$ cat config.mk
export PLATFORM = sky130hd
export DESIGN_NAME = cpxfer_seq
export DESIGN_NICKNAME = d
export VERILOG_FILES = /design/src/rtl/cpxfer_pkg.sv /design/src/rtl/cpxfer_decode.sv /design/src/rtl/cpxfer_addr_gen.sv /design/src/rtl/cpxfer_seq.sv
export SDC_FILE = /design/constraint.sdc
export NUM_CORES = 1
export LEC_CHECK = 0
export ABC_AREA = 1
export ABC_CLOCK_PERIOD_IN_PS = 5850
export BUFFER_PORTS_ARGS = -buffer_cell sky130_fd_sc_hd__buf_4
export CAP_MARGIN = 20
export CELL_PAD_IN_SITES_DETAIL_PLACEMENT = 0
export CELL_PAD_IN_SITES_GLOBAL_PLACEMENT = 1
export CORE_MARGIN = 3
export CORE_UTILIZATION = 41
export DETAILED_ROUTE_END_ITERATION = 8
export PLACE_DENSITY = 0.87
export SLEW_MARGIN = 20
export SYNTH_ARGS = -nofsm -noshare
export SYNTH_HDL_FRONTEND = slang
export SYNTH_SLANG_ARGS = --single-unit
$ cat constraint.sdc
create_clock -name clk -period 5.85 [get_ports clk]
set_clock_uncertainty 0.1 [all_clocks]
set_input_delay 0.8775 -clock clk [delete_from_list [all_inputs] [get_ports clk]]
set_output_delay 0.8775 -clock clk [all_outputs]
set_load 0.01 [all_outputs]
$ cat src/rtl/cpxfer_pkg.sv
package cpxfer_pkg;
   typedef enum logic [1:0] {XM_PRE, XM_POST, XM_UNIDX, XM_BAD} xfer_mode_e;
   typedef enum logic [1:0] {ST_IDLE, ST_BURST, ST_FIN} seq_state_e;
endpackage

$ cat src/rtl/cpxfer_decode.sv
module cpxfer_decode
   import cpxfer_pkg::*;
#(
   parameter int AW         = 32,
   parameter int IMM_W      = 8,
   parameter int WORD_BYTES = 4
) (
   input  logic             p_bit,
   input  logic             u_bit,
   input  logic             w_bit,
   input  logic [IMM_W-1:0] imm,
   input  logic [AW-1:0]    base_val,
   output xfer_mode_e       mode,
   output logic [AW-1:0]    first_addr,
   output logic [AW-1:0]    moved_base,
   output logic             wb_req
);
   localparam int SHIFT = $clog2(WORD_BYTES);

   logic [AW-1:0] imm_ext;
   logic [AW-1:0] offset;

   assign imm_ext = {{(AW-IMM_W){1'b0}}, imm};

   generate
      if (SHIFT == 0) begin : g_noscale
         assign offset = imm_ext;
      end else begin : g_scale
         assign offset = {imm_ext[AW-SHIFT-1:0], {SHIFT{1'b0}}};
      end
   endgenerate

   assign moved_base = u_bit ? (base_val + offset) : (base_val - offset);

   always_comb begin
      if (p_bit)      mode = XM_PRE;
      else if (w_bit) mode = XM_POST;
      else if (u_bit) mode = XM_UNIDX;
      else            mode = XM_BAD;
   end

   // unindexed form takes the raw base; the option byte never reaches an adder output used here
   assign first_addr = (mode == XM_PRE) ? moved_base : base_val;
   assign wb_req     = w_bit && (mode == XM_PRE || mode == XM_POST);
endmodule

$ cat src/rtl/cpxfer_addr_gen.sv
module cpxfer_addr_gen #(
   parameter int AW         = 32,
   parameter int WORD_BYTES = 4
) (
   input  logic          clk,
   input  logic          rst_n,
   input  logic          load,
   input  logic [AW-1:0] load_val,
   input  logic          step,
   output logic [AW-1:0] addr
);
   localparam logic [AW-1:0] STRIDE = AW'(WORD_BYTES);

   always_ff @(posedge clk) begin
      if (!rst_n)    addr <= '0;
      else if (load) addr <= load_val;
      else if (step) addr <= addr + STRIDE;
   end
endmodule

$ cat src/rtl/cpxfer_seq.sv
module cpxfer_seq
   import cpxfer_pkg::*;
#(
   parameter int AW         = 32,
   parameter int IMM_W      = 8,
   parameter int IDX_W      = 4,
   parameter int WORD_BYTES = 4
) (
   input  logic             clk,
   input  logic             rst_n,
   input  logic             start,
   input  logic             p_bit,
   input  logic             u_bit,
   input  logic             w_bit,
   input  logic [IMM_W-1:0] imm,
   input  logic [IDX_W-1:0] base_idx,
   input  logic [AW-1:0]    base_val,
   input  logic             mem_ready,
   input  logic             cp_last,
   output logic             busy,
   output logic             xfer_valid,
   output logic [AW-1:0]    xfer_addr,
   output logic [IMM_W-1:0] cp_opt,
   output logic             done,
   output logic             wb_en,
   output logic [IDX_W-1:0] wb_idx,
   output logic [AW-1:0]    wb_val,
   output logic             illegal
);
   localparam int SHIFT = $clog2(WORD_BYTES);

   generate
      if ((WORD_BYTES & (WORD_BYTES - 1)) != 0 || WORD_BYTES < 1) begin : g_bad_word
         $error("WORD_BYTES must be a power of two");
      end
      if (AW < IMM_W + SHIFT + 1) begin : g_bad_aw
         $error("AW too narrow for the scaled immediate");
      end
      if (IDX_W < 1) begin : g_bad_idx
         $error("IDX_W must be at least 1");
      end
   endgenerate

   xfer_mode_e       dec_mode;
   logic [AW-1:0]    dec_first;
   logic [AW-1:0]    dec_moved;
   logic             dec_wb;

   seq_state_e       state;
   xfer_mode_e       mode_q;
   logic             wb_req_q;
   logic [AW-1:0]    wb_val_q;
   logic [IDX_W-1:0] wb_idx_q;
   logic [IMM_W-1:0] opt_q;
   logic             illegal_q;
   logic             accept;
   logic             launch;

   cpxfer_decode #(.AW(AW), .IMM_W(IMM_W), .WORD_BYTES(WORD_BYTES)) u_dec (
      .p_bit     (p_bit),
      .u_bit     (u_bit),
      .w_bit     (w_bit),
      .imm       (imm),
      .base_val  (base_val),
      .mode      (dec_mode),
      .first_addr(dec_first),
      .moved_base(dec_moved),
      .wb_req    (dec_wb)
   );

   assign launch = start && (state == ST_IDLE) && (dec_mode != XM_BAD);
   assign accept = (state == ST_BURST) && mem_ready;

   cpxfer_addr_gen #(.AW(AW), .WORD_BYTES(WORD_BYTES)) u_agen (
      .clk     (clk),
      .rst_n   (rst_n),
      .load    (launch),
      .load_val(dec_first),
      .step    (accept),
      .addr    (xfer_addr)
   );

   always_ff @(posedge clk) begin
      if (!rst_n) begin
         state     <= ST_IDLE;
         mode_q    <= XM_PRE;
         wb_req_q  <= 1'b0;
         wb_val_q  <= '0;
         wb_idx_q  <= '0;
         opt_q     <= '0;
         illegal_q <= 1'b0;
      end else begin
         illegal_q <= start && (state == ST_IDLE) && (dec_mode == XM_BAD);
         case (state)
            ST_IDLE: if (launch) begin
               state    <= ST_BURST;
               mode_q   <= dec_mode;
               wb_req_q <= dec_wb;
               wb_val_q <= dec_moved;
               wb_idx_q <= base_idx;
               opt_q    <= imm;
            end
            ST_BURST: if (accept && cp_last) state <= ST_FIN;
            default:  state <= ST_IDLE;
         endcase
      end
   end

   assign busy       = (state != ST_IDLE);
   assign xfer_valid = (state == ST_BURST);
   assign done       = (state == ST_FIN);
   assign wb_en      = (state == ST_FIN) && wb_req_q;
   assign wb_idx     = wb_idx_q;
   assign wb_val     = wb_val_q;
   assign illegal    = illegal_q;
   assign cp_opt     = (state == ST_BURST && mode_q == XM_UNIDX) ? opt_q : '0;

   // an unindexed instruction never writes the base back
   p_unidx_no_wb_r2: assert property (@(posedge clk) disable iff (!rst_n)
      wb_en |-> (mode_q != XM_UNIDX));

   // nothing is presented after the word carrying the end mark
   p_stop_after_last_r4: assert property (@(posedge clk) disable iff (!rst_n)
      (xfer_valid && mem_ready && cp_last) |=> (!xfer_valid && done));

   // accepted words step by one word; stalled cycles hold the address
   p_addr_step_r8: assert property (@(posedge clk) disable iff (!rst_n)
      (xfer_valid && mem_ready && !cp_last) |=> (xfer_addr == $past(xfer_addr) + AW'(WORD_BYTES)));
   p_addr_hold_r8: assert property (@(posedge clk) disable iff (!rst_n)
      (xfer_valid && !mem_ready) |=> (xfer_valid && $stable(xfer_addr)));

   // writeback only in the cycle right after the final accepted word
   p_wb_at_end_r9: assert property (@(posedge clk) disable iff (!rst_n)
      wb_en |-> $past(xfer_valid && mem_ready && cp_last));

   // a rejected form never starts a burst
   p_illegal_idle_r7: assert property (@(posedge clk) disable iff (!rst_n)
      illegal |-> (!busy && !xfer_valid && !wb_en));

   // the option byte stays fixed across an unindexed burst
   p_opt_stable_r3: assert property (@(posedge clk) disable iff (!rst_n)
      (xfer_valid && !$rose(xfer_valid)) |-> $stable(cp_opt));
endmodule

==> impl_metrics.tcl <==
set metrics [dict create \
    hold_slack_ps 352 \
    row_count 46 \
    drtIter0Drc 395 \
    clk_latency_ps 360 \
    end_kind "register" \
    grt_pass1_vias 6859 \
    cts_resized 0 \
    tritoncts "built" \
    vias_per_cell 5.07 \
    power_density_mw_per_mm2 238 \
    slew-limit-headroom_pct 38.8 \
    die_w_um 134 \
    die_y_um 134 \
    worstSetupPathType "primary input to register" \
    synthTopCellsByArea "dfxtp_1 24%, nand2_1 18%, inv_1 9.7%, nor2_1 7.3%, ha_1 6.0%" \
    synth_top_area_share_pct 24.5 \
    first_pass_iters 6 \
    postRouteAntennaNets 0 \
    yosysUniqueCellTypes 41 \
    cp_cell_sequence "buf_4 -> inv_1 -> ha_1 -> inv_1 -> nor2_1 -> inv_1 -> nor3_1 -> a21oi_1 -> ha_1 -> nand2_1 -> inv_1 -> a21oi_1 -> nand3_1 -> nand2_1 -> nand2_1 -> nand2_1 -> nand3_1 -> o211ai_1 -> inv_1" \
    ctsHtreeMaxLevel 3 \
    syn-instance-count 1136 \
    hold_path_class "register to register" \
    syn-num-nets 1221 \
    post_drt_wl_per_cell_um 16.1 \
    grt_pass1_wl_mm 36.7 \
    globalplace.congestion 0.977 \
    ys_seq_area_share_pct 24.5 \
    met1_length_mm 10.8 \
    p_leak_nw 4.26 \
    dr_wl_met2_mm 11.0 \
    status "finished, final reports clean" \
    crit_family "simple AND/OR/NAND/NOR gates" \
    required_ps 6000 \
    final_cell_mix "322 x nand2_1, 173 x inv_1, 134 x buf_4, 131 x nor2_1, 82 x dfxtp_1" \
    cts_root_buf "clkbuf_16" \
    final_common_cell "nand2_1" \
    portBuffers 132 \
    ys_async_sr_fraction_pct 0 \
    synthFlopType "dfxtp_1" \
    wirelength_mm 23.6 \
    period_needed_ps 3680 \
    cts_hold_buf 0 \
    fin_crit_sh_pct 62.9 \
    layout.nets 1331 \
    postCtsSetupBuffers 0 \
    drive_above_1_share_pct 13.8 \
    floorplan.initialDensity_pct 42.0 \
    cts.path.max_buffers 2 \
    ys_warn_count 0 \
    area_growth_pct 20.9 \
    dieArea_sq_mm 0.0179 \
    finalSetupTns_ps 0 \
    postLayoutCoreUtil_pct 50.8 \
    max_freq_ghz 0.272 \
    synth-edff-count 0 \
    antenna_found_initial 0 \
    coreArea_sq_mm 0.0159 \
    worst_slew_pin_slew_ps 919 \
    synth_area_sq_mm 0.00670 \
    io_pins 133 \
    drc 0 \
    cp_num_buf_inv 6 \
    rsz0062_at_grt "no" \
    syn_avg_cell_area_sq_um 5.90 \
    top_layer_used "met4" \
    worstPathMaxFanout 6 \
    grt_max_degree 87 \
    synth.ff_latch_count 82 \
    clk_pin_slew_ps 70 \
    cp.arrival_ps 3830 \
    maxCapViolations 0 \
    worst_setup_path_start_kind "primary input" \
    grt-ovfl-total 0 \
    vias 7434 \
    clkSinkCount 82 \
    hold_violations 0 \
    final_max_slew_viol_count 0 \
    dp_hpwl_mm 18.5 \
    cpMostUsedCell "inv_1" \
    vdd.ir_drop.worst_v 0.000156 \
    yosysTopAreaCell "dfxtp_1" \
    wl_met3_mm 1.28 \
    slowest_delay_ps 420 \
    grtUsageTotal_pct 26.0 \
    cts_made_buffers 9 \
    antennaDiodeCount 0 \
    setup_viol 0 \
    cp_slowest_cell "ha_1" \
]
==> cell usage after synthesis (2+ instances only) <==
| cell type | instances |
|---|---|
| dfxtp_1 | 82 |
| buf_2 | 15 |
| xor2_1 | 18 |
| buf_1 | 2 |
| nor3_2 | 3 |
| nand3_1 | 79 |
| nand2_2 | 5 |
| a211oi_1 | 3 |
| nand3b_1 | 7 |
| and3_1 | 2 |
| a21o_1 | 4 |
| inv_2 | 4 |
| nor3_1 | 18 |
| o211ai_1 | 27 |
| buf_6 | 2 |
| clkinv_1 | 2 |
| o31ai_1 | 2 |
| nand4_1 | 7 |
| buf_4 | 3 |
| or2_0 | 4 |
| o21ai_1 | 3 |
| nand2_1 | 322 |
| a31oi_1 | 2 |
| nor2_1 | 131 |
| o21ai_0 | 67 |
| or2_2 | 3 |
| nor2_2 | 3 |
| a21oi_1 | 78 |
| xnor2_1 | 9 |
| inv_1 | 173 |
| clkbuf_1 | 13 |
| ha_1 | 32 |
| nor3_4 | 3 |
==> metrics by stage <==
step	instance area [sq um]	worst slack [ps]	power, W	instances
floorplan	6700	2510	0.00109	1136
global placement	7800	1850	0.00134	1451
detailed placement	7800	1810	0.00134	1451
CTS	8100	2180	0.00194	1467
global route	8100	1790	0.00205	1467
finish	8100	2170	0.00193	1467
==> worst register-to-register path: cells and delay by family, from the launching register on <==
kind,cells,cell delay (ps)
flip-flops,1,330
AND/OR/NAND/NOR,3,1490
AO/OA/AOI/OAI,2,370
buffers and inverters,2,380
==> layout make-up <==
cell class                      count  area (sq um)
Timing Repair Buffer              134          1010
Inverter                          179           672
Sequential cell                    82          1640
Tap cell                          216           270
Clock buffer                        9           225
Clock inverter                      7          73.8
Multi-Input combinational cell    840          4210
Fill cell                        1772          7840
==> per-layer routing <==
layer,GRT usage [%],vias up
li1,-,3851
met1,34.4,3321
met2,43.5,233
met3,4.73,29
met4,6.97,0
met5,0,-
==> power by group <==
part / internal, W / switching [W] / total (W) / leakage, nW
registers: 0.000618 / 0.0000577 / 0.000675 / 0.678
clock network: 0.000302 / 0.000293 / 0.000595 / 0.140
logic: 0.000249 / 0.000408 / 0.000657 / 3.44
==> path summary, 6_finish.rpt <==
| kind | depth (start not counted) | slack [ps] | startpoint | endpoint |
|---|---|---|---|---|
| worst max-delay path | 19 | 2170 | imm[1] | wb_val[28]$_SDFFE_PN0P_ |
| worst min-delay path | 2 | 350 | opt_q[4]$_SDFFE_PN0P_ | opt_q[4]$_SDFFE_PN0P_ |
| worst max register to register | 7 | 3060 | state[0]$_SDFFE_PN0P_ | u_agen.addr[3]$_SDFFE_PN0P_ |
| worst min register to register | 2 | 350 | opt_q[4]$_SDFFE_PN0P_ | opt_q[4]$_SDFFE_PN0P_ |
==> registers in the layout (all words and copies together), names as in the netlist <==
register     flops
u_agen.addr     32
illegal          1
wb_req_q         1
wb_val          32
mode_q           2
opt_q            8
wb_idx           4
state            2
==> cells by family (layout without fill, tap and decap cells) <==
group	after synthesis	in the layout	synth area share (%)
fa+ha+maj	33	33	6.27
buf+inv	214	329	12.7
compound gates	190	190	15.7
simple gates	590	590	37.3
xor+xnor	27	27	3.53
flops	82	82	24.5
(Power assumes the default switching activity.)
